`src/rtl/i2c_stop_pkg.sv`:
```
package i2c_stop_pkg;

    typedef enum logic [2:0] {
        PH_IDLE = 3'd0,
        PH_HOLD = 3'd1,   // SCL held low, SDA pulled low
        PH_RISE = 3'd2,   // SCL released, waiting to see it high
        PH_HIGH = 3'd3,   // SCL high, timing one period before SDA rises
        PH_FREE = 3'd4    // SDA released, timing final period
    } stop_phase_e;

    typedef struct packed {
        logic scl_low;
        logic sda_low;
    } line_drive_t;

    function automatic line_drive_t phase_drive(input stop_phase_e ph);
        line_drive_t d;
        case (ph)
            PH_HOLD: d = '{scl_low: 1'b1, sda_low: 1'b1};
            PH_RISE: d = '{scl_low: 1'b0, sda_low: 1'b1};
            PH_HIGH: d = '{scl_low: 1'b0, sda_low: 1'b1};
            default: d = '{scl_low: 1'b0, sda_low: 1'b0};
        endcase
        return d;
    endfunction

    function automatic logic phase_timed(input stop_phase_e ph,
                                         input logic scl_hi,
                                         input logic sda_hi);
        case (ph)
            PH_HOLD: return 1'b1;
            PH_HIGH: return scl_hi;
            PH_FREE: return sda_hi;
            default: return 1'b0;
        endcase
    endfunction

endpackage

```
`src/rtl/i2c_stop_sync.sv`:
```
module i2c_stop_sync #(
    parameter int STAGES = 2
) (
    input  logic clk,
    input  logic rst,
    input  logic d,
    output logic q
);
    logic [STAGES-1:0] sr;

    generate
        for (genvar s = 0; s < STAGES; s++) begin : g_stage
            if (s == 0) begin : g_first
                always_ff @(posedge clk) begin
                    if (rst) sr[0] <= 1'b1;
                    else     sr[0] <= d;
                end
            end else begin : g_next
                always_ff @(posedge clk) begin
                    if (rst) sr[s] <= 1'b1;
                    else     sr[s] <= sr[s-1];
                end
            end
        end
    endgenerate

    assign q = sr[STAGES-1];
endmodule

```
`src/rtl/i2c_stop_timer.sv`:
```
module i2c_stop_timer #(
    parameter int TICKS_PER_PHASE = 1
) (
    input  logic clk,
    input  logic rst,
    input  logic run,
    input  logic tick,
    output logic done
);
    localparam int CW = (TICKS_PER_PHASE > 1) ? $clog2(TICKS_PER_PHASE) : 1;
    localparam logic [CW-1:0] LAST = CW'(TICKS_PER_PHASE - 1);

    logic [CW-1:0] cnt;

    assign done = run && tick && (cnt == LAST);

    always_ff @(posedge clk) begin
        if (rst || !run)  cnt <= '0;
        else if (done)    cnt <= '0;
        else if (tick)    cnt <= cnt + 1'b1;
    end
endmodule

```
`src/rtl/i2c_stop_fsm.sv`:
```
module i2c_stop_fsm
    import i2c_stop_pkg::*;
(
    input  logic clk,
    input  logic rst,
    input  logic stop_req,
    input  logic abort,
    input  logic scl_hi,
    input  logic sda_hi,
    input  logic phase_done,
    output logic phase_run,
    output logic scl_oe,
    output logic sda_oe,
    output logic busy,
    output logic stop_seen,
    output logic irq
);
    stop_phase_e ph, ph_nx;
    logic        finish;
    line_drive_t drv;

    always_comb begin
        ph_nx  = ph;
        finish = 1'b0;
        case (ph)
            PH_IDLE: if (stop_req) ph_nx = PH_HOLD;
            PH_HOLD: if (phase_done) ph_nx = PH_RISE;
            PH_RISE: if (scl_hi) ph_nx = PH_HIGH;
            PH_HIGH: begin
                if (!scl_hi)         ph_nx = PH_RISE;
                else if (phase_done) ph_nx = PH_FREE;
            end
            PH_FREE: if (phase_done) begin
                ph_nx  = PH_IDLE;
                finish = 1'b1;
            end
            default: ph_nx = PH_IDLE;
        endcase
        if (abort && ph != PH_IDLE) begin
            ph_nx  = PH_IDLE;
            finish = 1'b0;
        end
    end

    always_ff @(posedge clk) begin
        if (rst) begin
            ph        <= PH_IDLE;
            irq       <= 1'b0;
            stop_seen <= 1'b0;
        end else begin
            ph  <= ph_nx;
            irq <= finish;
            if (finish)                        stop_seen <= 1'b1;
            else if (ph == PH_IDLE && stop_req) stop_seen <= 1'b0;
        end
    end

    assign phase_run = phase_timed(ph, scl_hi, sda_hi);
    assign drv       = phase_drive(ph);
    assign scl_oe    = drv.scl_low;
    assign sda_oe    = drv.sda_low;
    assign busy      = (ph != PH_IDLE);

    AST_REQ_STARTS: assert property (@(posedge clk) disable iff (rst)
        (!busy && stop_req) |=> (busy && scl_oe && sda_oe && !stop_seen));
    AST_SDA_LOW_AT_SCL_RISE: assert property (@(posedge clk) disable iff (rst)
        ($fell(scl_oe) && busy) |-> sda_oe);
    AST_SDA_RISE_AFTER_SCL_HIGH: assert property (@(posedge clk) disable iff (rst)
        ($fell(sda_oe) && busy) |-> $past(scl_hi));
    AST_IRQ_AT_END: assert property (@(posedge clk) disable iff (rst)
        irq |-> (!busy && $past(busy) && stop_seen));
    AST_IRQ_SINGLE: assert property (@(posedge clk) disable iff (rst)
        irq |=> !irq);
    AST_ABORT_IDLES: assert property (@(posedge clk) disable iff (rst)
        (busy && abort) |=> (!busy && !irq && !scl_oe && !sda_oe));
    AST_REQ_WHILE_BUSY: assert property (@(posedge clk) disable iff (rst)
        (busy && stop_req && !abort && !phase_done) |=> busy);
endmodule

```
`src/rtl/i2c_stop_gen.sv`:
```
module i2c_stop_gen #(
    parameter int TICKS_PER_PHASE = 1,
    parameter int SYNC_STAGES     = 2
) (
    input  logic clk,
    input  logic rst,
    input  logic stop_req,
    input  logic baud_tick,
    input  logic abort,
    input  logic scl_in,
    input  logic sda_in,
    output logic scl_oe,
    output logic sda_oe,
    output logic busy,
    output logic stop_seen,
    output logic irq
);
    logic scl_hi, sda_hi, phase_run, phase_done;

    i2c_stop_sync #(.STAGES(SYNC_STAGES)) u_scl_sync (
        .clk(clk), .rst(rst), .d(scl_in), .q(scl_hi)
    );

    i2c_stop_sync #(.STAGES(SYNC_STAGES)) u_sda_sync (
        .clk(clk), .rst(rst), .d(sda_in), .q(sda_hi)
    );

    i2c_stop_timer #(.TICKS_PER_PHASE(TICKS_PER_PHASE)) u_timer (
        .clk(clk), .rst(rst), .run(phase_run), .tick(baud_tick), .done(phase_done)
    );

    i2c_stop_fsm u_fsm (
        .clk(clk), .rst(rst), .stop_req(stop_req), .abort(abort),
        .scl_hi(scl_hi), .sda_hi(sda_hi), .phase_done(phase_done),
        .phase_run(phase_run), .scl_oe(scl_oe), .sda_oe(sda_oe),
        .busy(busy), .stop_seen(stop_seen), .irq(irq)
    );
endmodule

```
`config.mk`:
```
export PLATFORM = sky130hd
export DESIGN_NAME = i2c_stop_gen
export DESIGN_NICKNAME = d
export VERILOG_FILES = /design/src/rtl/i2c_stop_pkg.sv /design/src/rtl/i2c_stop_sync.sv /design/src/rtl/i2c_stop_timer.sv /design/src/rtl/i2c_stop_fsm.sv /design/src/rtl/i2c_stop_gen.sv
export SDC_FILE = /design/constraint.sdc
export NUM_CORES = 1
export LEC_CHECK = 0
export BUFFER_PORTS_ARGS = -buffer_cell sky130_fd_sc_hd__buf_2
export CAP_MARGIN = 0
export CELL_PAD_IN_SITES_DETAIL_PLACEMENT = 0
export CELL_PAD_IN_SITES_GLOBAL_PLACEMENT = 1
export CORE_AREA = 2 2 39 41
export CTS_CLUSTER_DIAMETER = 100
export CTS_CLUSTER_SIZE = 24
export DETAILED_ROUTE_END_ITERATION = 6
export DIE_AREA = 0 0 41 43
export GPL_TIMING_DRIVEN = 0
export PLACE_DENSITY_LB_ADDON = 0.25
export SLEW_MARGIN = 5
export SYNTH_ARGS = -nofsm -noshare
export SYNTH_HDL_FRONTEND = slang
export SYNTH_SLANG_ARGS = --single-unit
```
`constraint.sdc`:
```
create_clock -name clk -period 1.4 [get_ports clk]
set_input_delay 0 -clock clk [delete_from_list [all_inputs] [get_ports clk]]
set_output_delay 0 -clock clk [all_outputs]
set_load 0.05 [all_outputs]
```
==> summary.md <==
| Metric | Value |
|---|---|
| Outcome | `completed` |
| Port-buffer cells | `11` |
| Floorplan core area | `1380 um2` |
| Setup-violating endpoint count in the final report | `0` |
| Total instance count after detailed placement | `71` |
| Critical path's top delay family | `simple AND/OR/NAND/NOR gates` |
| Number of fill cells in the layout | `148` |
| Count of standard-cell rows | `14` |
| Largest buffer count on any clock path | `2` |
| Yosys warns | `0` |
| Critical path launch point type | `flop` |
| Synth top area cells | `dfxtp_1 (47%), or2_2 (5.9%), buf_6 (5.3%)` |
| Total count of max-transition violations in the final report | `0` |
| Max Clock Freq | `796 MHz` |
| Sequential cell area | `200 um2` |
| Buffering stage count on the worst path with inverters included | `1` |
| 1st-iter DRT viols | `4` |
| Largest driver fanout on the critical path | `9` |
| Slack of the worst reg-to-reg path | `140 ps` |
| Resize count post-CTS | `0` |
| Wire length of the first global-routing pass | `1.14 mm` |
| Worst setup skew after layout | `~1.4 ps` |
| CTS HTree Levels | `1` |
| Area enclosed by the die boundary | `1760 um2` |
| Number of instances in the synthesized netlist | `44` |
| Drt via density | `4.69` |
| Hold Buf Count CTS | `3` |
| Root buffer cell | `clkbuf_4` |
| Max-slew headroom at the worst pin | `82.3%` |
| Share of the synthesized area in the top cell type | `47.1%` |
| Layout cells sized above 1 | `39.3%` |
| Starting Density | `30.7%` |
| Antenna cell count | `0` |
| Overall Power | `around 600 uW` |
| Global-route usage over all layers | `10.2%` |
| Vertical extent of the die | `43 um` |
| Crit Path Class | `reg2reg` |
| Vias | `361` |
| Number of distinct library cells after synthesis | `23` |
| Total clock buffers created by CTS | `3` |
| Count of state elements after synthesis | `10` |
| Final HPWL from detailed placement | `565 um` |
| Endpoint kind of the worst setup timing path | `flop` |
| PD cells | `1080 nW/um2` |
| Post-synth design cell area | `425 um2` |
| Sequential share of the synthesized area | `47.1%` |
| Postcts setup bufs | `0` |
| Number of nets produced by synthesis | `51` |
| Per-instance average area after synthesis | `9.67 um2` |
| Worst hold path class | `in2reg` |
| Max Cap Violations | `0` |
| Number of clock sinks seen by CTS | `10` |
| Worst Max-Slew Pin Slew | `approximately 270 ps` |
| Worst path cell trace | `buf_6, nand2b_4, or4_1, a21oi_1` |
| Largest net degree at the start of global routing | `10` |
| CP Data Required Time | `1590 ps` |
| Routability Congestion | `between 0.7 and 0.8` |
| Post-CTS clock slew at the launch and capture registers of the worst setup and hold paths | `60 ps` |
| Total Negative Setup Slacks | `0 ps` |
| Hold Vio Cnt, Final | `0` |
| DRC viols | `0` |
| Antenna violations before repair | `0` |
| P_leak | `0.252 nW` |
| Area delta synth->final | `30.0%` |
| TritonCTS clock tree | `built` |
| Grt ovf | `0` |
| Period utilisation layout | `between 80% and 90%` |
| Final layout net count | `70` |
| Top-Level Pins | `12` |
| Number of detailed-route iterations in the first pass | `4` |
| Non-filler instance count after layout | `slightly below 80` |
| Remaining number of nets flagged by the antenna check after routing | `0` |
| Post-detailed-route wirelength per cell | `9.82 um` |
| Arrival time reported for the critical path endpoint | `~1500 ps` |
| RSZ-0062 raised after global routing | `false` |
| Time the final worst path needs with I/O delays and setup | `1260 ps` |
| Latest clock arrival within the worst-skew pair | `between 200 and 300 ps` |
| Biggest cell delay along the critical path | `480 ps` |
| Vias in the first global route | `302` |
| Library cell occupying the most area in the post-synthesis netlist | `dfxtp_1` |
| Max rail drop VDD | `466 uV` |
| Die Wd | `41 um` |
| Standard cell with the maximum stage delay on the critical path | `or4_1` |
| Total wire length after detailed routing | `756 um` |
| Footprint of the multi-input gates | `195 um2` |
==> synthesized netlist by cell type <==
master,count
nand2b_1,1
nand3b_1,3
nand2b_4,1
nor3_1,1
o31ai_1,1
nor2_1,4
nor3_2,1
nor4_1,2
a31o_2,1
or2_2,4
dfxtp_1,10
buf_6,2
mux2i_1,1
nor2b_1,1
or4_1,1
and3_1,2
a21o_1,1
nand2_1,1
o22ai_1,1
inv_2,1
a21oi_1,2
inv_1,1
nand3_1,1
==> final cells by class <==
type,count,area share [%]
flip-flops and latches,10,36.2
multi-input cells,30,35.3
repair buffers,14,15.4
clock buffers,3,4.07
plain buffers,2,4.07
well taps,16,3.62
inverters,2,1.36
==> per-stage QoR <==
step	instance area, um2	worst slack [ps]	util, %	hold WS (ps)
finish	553	144	40.0	16.9
detailed placement	500	137	36.2	187
floorplan	425	118	-	77.0
global route	553	96.4	40.0	20.3
CTS	553	127	40.0	16.4
global placement	500	143	36.2	183
==> registers in the layout, indices dropped and copies added (netlist names) <==
name	count
u_fsm.stop_seen	1
u_scl_sync.sr	1
u_sda_sync.sr	1
u_fsm.irq	1
u_sda_sync.q	1
u_scl_sync.q	1
u_fsm.ph	3
u_timer.cnt	1
==> kinds of logic after synthesis <==
| family | Yosys count | share of synthesized area (%) |
|---|---|---|
| AO/OA/AOI/OAI | 6 | 9.41 |
| buffers and inverters | 4 | 7.06 |
| flip-flops | 10 | 47.1 |
| multiplexers | 1 | 2.35 |
| AND/OR/NAND/NOR | 23 | 34.1 |
==> worst paths after layout <==
path | startpoint | end | cells past startpoint
min | rst | u_fsm.ph[1] | 2
max | u_fsm.ph[2] | u_fsm.ph[2] | 4
min reg2reg | u_scl_sync.sr[0] | u_scl_sync.q | 1
max reg2reg | u_fsm.ph[2] | u_fsm.ph[2] | 4
==> layout by cell type, fill, tap and decap left out <==
cell and n:
inv_2 1, nor3_2 1, dfxtp_1 10, dlygate4sd3_1 3, nand3b_1 3, inv_1 1
nand2b_4 1, nand2b_1 1, nor3_1 1, buf_6 2, a31o_2 1, nand2_1 1
nor4_1 2, o22ai_1 1, nand3_1 1, buf_2 11, a21oi_1 2, a21o_1 1
o31ai_1 1, or2_2 4, nor2_1 4, and3_1 2, nor2b_1 1, clkbuf_4 3
or4_1 1, mux2i_1 1
==> power by group <==
| group | switching (mW) | internal (mW) | total [mW] |
|---|---|---|---|
| registers | 0.00819 | 0.294 | 0.302 |
| clock network | 0.0877 | 0.0988 | 0.186 |
| logic | 0.0680 | 0.0404 | 0.108 |
==> routing by layer <==
layer,vias to the layer above,global-route usage [%],routed length [um]
met5,-,0,0
met4,0,10.0,5
met3,2,4.71,51
met2,11,12.5,338
met1,159,12.0,361
li1,189,-,-
(Power assumes the default switching activity.)
